===== src/rtl/sfram_pwr_ctl.sv =====
module sfram_pwr_ctl #(
  parameter int DATA_W = 8
) (
  input  logic              clk,
  input  logic              rst_n,
  input  logic              wr_en,
  input  logic [2:0]        wr_state,
  input  logic              pwr_accept,
  input  logic              pwr_deny,
  input  logic              rd_en,
  output logic              pwr_req,
  output logic [2:0]        pwr_req_state,
  output logic              rd_valid,
  output logic [DATA_W-1:0] rd_data,
  output logic              rd_err
);
  localparam logic [2:0] ST_OFF  = 3'b000;
  localparam logic [2:0] ST_SRET = 3'b001;
  localparam logic [2:0] ST_DRET = 3'b011;
  localparam logic [2:0] ST_ON   = 3'b111;
  localparam int FIELD_W = 7;
  localparam int PAD_W   = DATA_W - FIELD_W;

  logic [2:0] cur_q, req_q;
  logic       pend_q;

  wire code_ok  = (wr_state == ST_OFF) || (wr_state == ST_SRET) ||
                  (wr_state == ST_DRET) || (wr_state == ST_ON);
  wire take     = wr_en && code_ok && !pend_q;
  wire close_ok = pend_q && pwr_accept;
  wire close_no = pend_q && pwr_deny && !pwr_accept;
  wire readable = (cur_q == ST_DRET) || (cur_q == ST_ON);

  wire [DATA_W-1:0] status_word = {{PAD_W{1'b0}}, cur_q, req_q, pend_q};

  always_ff @(posedge clk) begin
    if (!rst_n) begin
      cur_q  <= ST_ON;
      req_q  <= ST_ON;
      pend_q <= 1'b0;
    end else begin
      if (take) begin
        req_q  <= wr_state;
        pend_q <= 1'b1;
      end else if (close_ok) begin
        cur_q  <= req_q;
        pend_q <= 1'b0;
      end else if (close_no) begin
        pend_q <= 1'b0;
      end
    end
  end

  always_ff @(posedge clk) begin
    if (!rst_n) begin
      rd_valid <= 1'b0;
      rd_err   <= 1'b0;
      rd_data  <= '0;
    end else begin
      rd_valid <= rd_en;
      rd_err   <= rd_en && !readable;
      rd_data  <= (rd_en && readable) ? status_word : '0;
    end
  end

  assign pwr_req       = pend_q;
  assign pwr_req_state = req_q;

  AST_ACCEPT_APPLIES: assert property (@(posedge clk) disable iff (!rst_n)
    (pwr_req && pwr_accept) |=> (!pwr_req && cur_q == $past(pwr_req_state)));
  AST_DENY_KEEPS: assert property (@(posedge clk) disable iff (!rst_n)
    (pwr_req && pwr_deny && !pwr_accept) |=> (!pwr_req && $stable(cur_q)));
  AST_REQ_FIELD_HELD: assert property (@(posedge clk) disable iff (!rst_n)
    pwr_req |=> $stable(pwr_req_state));
  AST_IDLE_WRITE_OPENS: assert property (@(posedge clk) disable iff (!rst_n)
    (!pwr_req && wr_en && code_ok) |=> (pwr_req && pwr_req_state == $past(wr_state)));
  AST_REFUSED_READ_ZERO: assert property (@(posedge clk) disable iff (!rst_n)
    rd_err |-> (rd_valid && rd_data == '0));
  AST_STRAY_RESPONSE: assert property (@(posedge clk) disable iff (!rst_n)
    (!pwr_req && !wr_en) |=> (!pwr_req && $stable(cur_q)));
endmodule


===== config.mk =====
export PLATFORM = sky130hd
export DESIGN_NAME = sfram_pwr_ctl
export DESIGN_NICKNAME = d
export VERILOG_FILES = /design/src/rtl/sfram_pwr_ctl.sv
export SDC_FILE = /design/constraint.sdc
export NUM_CORES = 1
export LEC_CHECK = 0
export BUFFER_PORTS_ARGS = -buffer_cell sky130_fd_sc_hd__buf_4
export CORE_AREA = 8 8 45 47
export DETAILED_ROUTE_END_ITERATION = 10
export DIE_AREA = 0 0 53 55
export GPL_ROUTABILITY_DRIVEN = 0
export PLACE_DENSITY = 0.71
export SYNTH_ARGS = -nofsm -noshare
export SYNTH_HDL_FRONTEND = slang
export SYNTH_SLANG_ARGS = --single-unit

===== constraint.sdc =====
create_clock -name clk -period 1.3 [get_ports clk]
set_input_delay 0.26 -clock clk [delete_from_list [all_inputs] [get_ports clk]]
set_output_delay 0.26 -clock clk [all_outputs]
set_load 0.005 [all_outputs]

Word-level counts from Yosys, hierarchy flattened:

Index checks and enable logic that the tools add are counted.

* register bits after elaboration: 17
* bits in read-only memories: 0
* memory bits (writable): 0
* logic and storage cells: 34
* memories: 0
* bits of input ports: 9
* latch bits: 0
* output and inout bits: 14

* muxes and demuxes: 3
* multiply operators: 0
* reductions and logical operators: 18
* shift operators: 0
* bitwise operators: 1
* div/mod/pow operators: 0
* $add $sub $neg: 0
* equal/unequal tests: 5
* $lt $le $gt $ge: 0

Operators by type and width (number)
* 1-bit logical AND: 7
* 3-bit by 2-bit equality test with 1-bit output (second input constant): 2
* 3-bit equality test (second input constant): 2
* 1-bit logical OR: 4
* 2-bit AND reduction: 2
* 3-bit by 1-bit equality test with 1-bit output (second input constant): 1
* 1-bit logical NOT: 3
* 3-bit logical NOT: 1
* 1-bit 2-to-1 mux: 3
* 3-bit nonzero test: 1
* 1-bit NOT: 1

Depth between registers and ports, before layout:

* word-level depth: 8
* depth in mapped cells: 3

Worst setup path before layout:

No wires, ideal clock.

* path kind: flip-flop to flip-flop
* start: register pend_q (netlist: pwr_req)
* end: register req_q[0] (netlist: pwr_req_state[0])
* buffers on the path: 0
* cell stages (with the launch flop): 4
* slack: 116 ps
* arrival: 1066 ps
* cells stage by stage: dfxtp_1 > or4b_1 > a21oi_1 > o21ai_1

* longest elaborated chain between the ends: 2

RTL lines
* start: declaration: line 25 `logic pend_q;`
* start signal: assignment: line 40 `pend_q <= 1'b0;`
* start signal: assignment: line 44 `pend_q <= 1'b1;`
* start signal: assignment: line 47 `pend_q <= 1'b0;`
* 1-bit logical NOT: line 29 `wire take = wr_en && code_ok && !pend_q;`
* 1-bit logical AND: line 29
* end signal: assignment: line 43 `req_q <= wr_state;`
* end: declaration: line 24 `logic [2:0] cur_q, req_q;`

Every way passes these cells.
A chain may end at the register's enable or synchronous reset.

Worst setup path in the final report:

* start: register pend_q (netlist: pwr_req)
* end: output pwr_req

RTL lines
* end: declaration: line 11 `output logic pwr_req,`

No word-level cell between the ends.

==> results.rst <==
.. list-table::
   :header-rows: 1

   * - Metric
     - Value
   * - Mapped Area
     - 552 µm²
   * - Final number of setup-violating endpoints
     - 0
   * - Antenna cells
     - 0
   * - Maximum fanout along the worst path
     - 7
   * - Area of the multi-input gates
     - 220 µm²
   * - Inserted Clock Buffers
     - 3
   * - Ys flop type
     - sky130_fd_sc_hd__dfxtp_1
   * - Cell types with the highest counts after synthesis
     - 16 x sky130_fd_sc_hd__dfxtp_1, 6 x sky130_fd_sc_hd__nand3_1, 5 x sky130_fd_sc_hd__and2_1, 5 x sky130_fd_sc_hd__nand2_1, 4 x sky130_fd_sc_hd__a21oi_1
   * - Most frequent cell after synthesis
     - sky130_fd_sc_hd__dfxtp_1
   * - Highest cell delay on the worst timing path
     - 380 ps
   * - Switching share of power
     - 22.4%
   * - Detail-routed via count per cell
     - 4.81
   * - DIE AREA
     - 0.00292 mm²
   * - Maximum number of pins on one net before global-route repair
     - 9
   * - Final Hold Violating Endpoints
     - 0
   * - Vias post-DR
     - 462
   * - Cells traversed along the worst timing path
     - buf_4 -> buf_4
   * - Remaining global-route overflow
     - 0
   * - Power density over cell area
     - 1200 mW/mm²
   * - FF/Latch Area
     - 320 µm²
   * - DRC violation count after routing
     - 0
   * - Portion of the clock cycle consumed by the worst path in the final layout
     - 92.2%
   * - CP Launch Type
     - register
   * - Fraction of final layout cells sized beyond drive strength 1
     - 35.0%
   * - Crit path top cell by count
     - sky130_fd_sc_hd__buf_4
   * - Number of synthesized register bits
     - 16
   * - Net count reported at finish
     - 91
   * - Cell internal pwr
     - 0.000698 W
   * - H-tree Lvls
     - 1
   * - Path class of the lowest-slack min-delay path
     - input port to register
   * - Global Route Usage Sum
     - 8.50%
   * - Number of resized instances in the post-cts repair step
     - 0
   * - Initial antenna violation count
     - 0
   * - Post-CTS setup buffer count
     - 0
   * - Syn_nets
     - 65
   * - Iteration-0 DRC Markers
     - 5
   * - Share of synthesized flip-flops with an asynchronous set or reset
     - 0%
   * - Die height
     - 55 µm
   * - Synthesis-to-layout area growth
     - 36.3%
   * - Worst path required time
     - 1040 ps
   * - Endpoint class of the critical path
     - output pin
   * - Clock sink count
     - 16
   * - Post-Synthesis Cells
     - 56
   * - Number of filler instances in the final layout
     - 141
   * - Result of the run
     - complete, no violations
   * - Routed length per placed instance
     - 11.4 µm
   * - Initial standard-cell utilization of the core
     - 39.9%
   * - Clock Skew
     - 5.97 ps
   * - Worst Path Class, Setup
     - register to output pin
   * - Cell row count
     - 14
   * - Yosys cell types
     - 22
   * - Core area
     - 0.00138 mm²
   * - Fin crit period
     - 1200 ps
   * - Clock buffer depth
     - 2
   * - Number of primary I/O pins
     - 23
   * - Hold slack
     - 206 ps
   * - Dominant cells by area after synthesis
     - sky130_fd_sc_hd__dfxtp_1 58%, sky130_fd_sc_hd__and2_1 5.7%, sky130_fd_sc_hd__nand3_1 5.4%
   * - Pins over their slew limit
     - 0
   * - Psw
     - 0.000202 W
   * - Maximum frequency from static timing analysis
     - 834 MHz
   * - Leakage
     - 0.354 nW
   * - CTS tree
     - built
   * - Clock group share of total power
     - 27.4%
   * - CTS Root Buffer Type
     - sky130_fd_sc_hd__clkbuf_4
   * - Clock latency reported for the late side of the worst-skew pair
     - 280 ps
   * - Cell with the biggest individual delay on the critical path
     - sky130_fd_sc_hd__dfxtp_1
   * - Cell taking the most area after synthesis
     - sky130_fd_sc_hd__dfxtp_1
   * - Reg power frac
     - 59.3%
   * - Die span in x
     - 53 µm
   * - Clock transition at path regs
     - 90 ps
   * - Data arrival time at the worst-slack endpoint
     - 940 ps
   * - Warnings, synthesis
     - 0
   * - Sequential cell area fraction in the yosys report
     - 58.0%
   * - Post-route ant nets
     - 0
   * - Comb power frac
     - 13.3%
   * - Max-Cap Viols
     - 0
   * - Setup repair after global routing missed its margin
     - no
   * - Synth top area share
     - 58.0%
   * - Half-perimeter wire length after detailed placement
     - 871 µm
   * - Post-Synthesis Mean Instance Area
     - 9.85 µm²
   * - Count of buffers inserted at the top-level ports
     - 21
   * - Global-route wire length before repair
     - 1840 µm
   * - Router iterations before antenna repair
     - 4
   * - Quantity of hold-fixing buffers added after cts
     - 0
   * - Post-synth EDFFs
     - 0
   * - Overall routed net length
     - 1090 µm
   * - Via count of the first global-routing pass
     - 436
   * - IR Drop Worst-Case VDD
     - 565 µV
   * - Setup_tns
     - 0 ps
==> routing by layer <==
layer	up-vias	wire length [µm]	track usage, %
met5	-	0	0
met4	0	46	9.05
met3	5	114	2.94
met2	20	487	12.9
met1	199	445	8.76
li1	238	-	-
==> registers in the layout, indices dropped and copies added, names as in the netlist <==
signal / flops
rd_err: 1
rd_data: 7
pwr_req: 1
pwr_req_state: 3
cur_q: 3
rd_valid: 1
==> final timing paths <==
path	from	to	slack [ps]	cells after the start
worst max-delay path	pwr_req	pwr_req	100	2
worst min-delay path	rst_n	cur_q[0]	210	2
worst max register to register	pwr_req	pwr_req_state[1]	120	3
worst min register to register	cur_q[2]	rd_data[6]	460	1
==> layout by cell type (no fill, tap or decap), drive strengths merged, types with 2 or more instances in the layout <==
cell type  count
buf           22
a21oi          4
o21ai          2
nand2b         2
and3           2
nand3          6
nor2b          2
and2           6
nand2          5
clkbuf         3
dfxtp         16
==> area by class of cell <==
type,instances,share of cell area [%]
clock buffers,3,3.00
well taps,16,2.66
repair buffers,22,22.0
multi-input cells,38,29.3
inverters,1,0.499
flip-flops and latches,16,42.6
==> power groups by stage <==
stage                     sequential [W]  clock (W)  combinational [W]
final                           0.000534   0.000247           0.000119
after floorplan                 0.000548          0          0.0000457
after CTS                       0.000534   0.000253           0.000122
after detailed placement        0.000545          0           0.000122
after global routing            0.000538   0.000280           0.000134
after global placement          0.000545          0           0.000121
==> kinds of logic after synthesis <==
kind of cell / count (synthesis) / share of synthesized area, %
compound gates: 10 / 10.9
flops: 16 / 58.1
buf+inv: 2 / 2.04
simple gates: 27 / 28.3
other cells: 1 / 0.680
==> critical path: cells and delay by family (launching register included) <==
| family | cells | cell delay, ps |
|---|---|---|
| flops | 1 | 380 |
| buf+inv | 2 | 270 |
==> through the flow <==
| step | util [%] | power (W) | instance area [µm²] | std cells | worst slack (ps) |
|---|---|---|---|---|---|
| floorplan | - | 0.000593 | 552 | 56 | 116 |
| global placement | 52.7 | 0.000666 | 729 | 93 | 71.1 |
| detailed placement | 52.7 | 0.000667 | 729 | 93 | 66.8 |
| CTS | 54.3 | 0.000909 | 752 | 96 | 95.1 |
| global route | 54.3 | 0.000952 | 752 | 96 | 33.3 |
| finish | 54.3 | 0.000900 | 752 | 96 | 101 |
(Power assumes the default switching activity.)
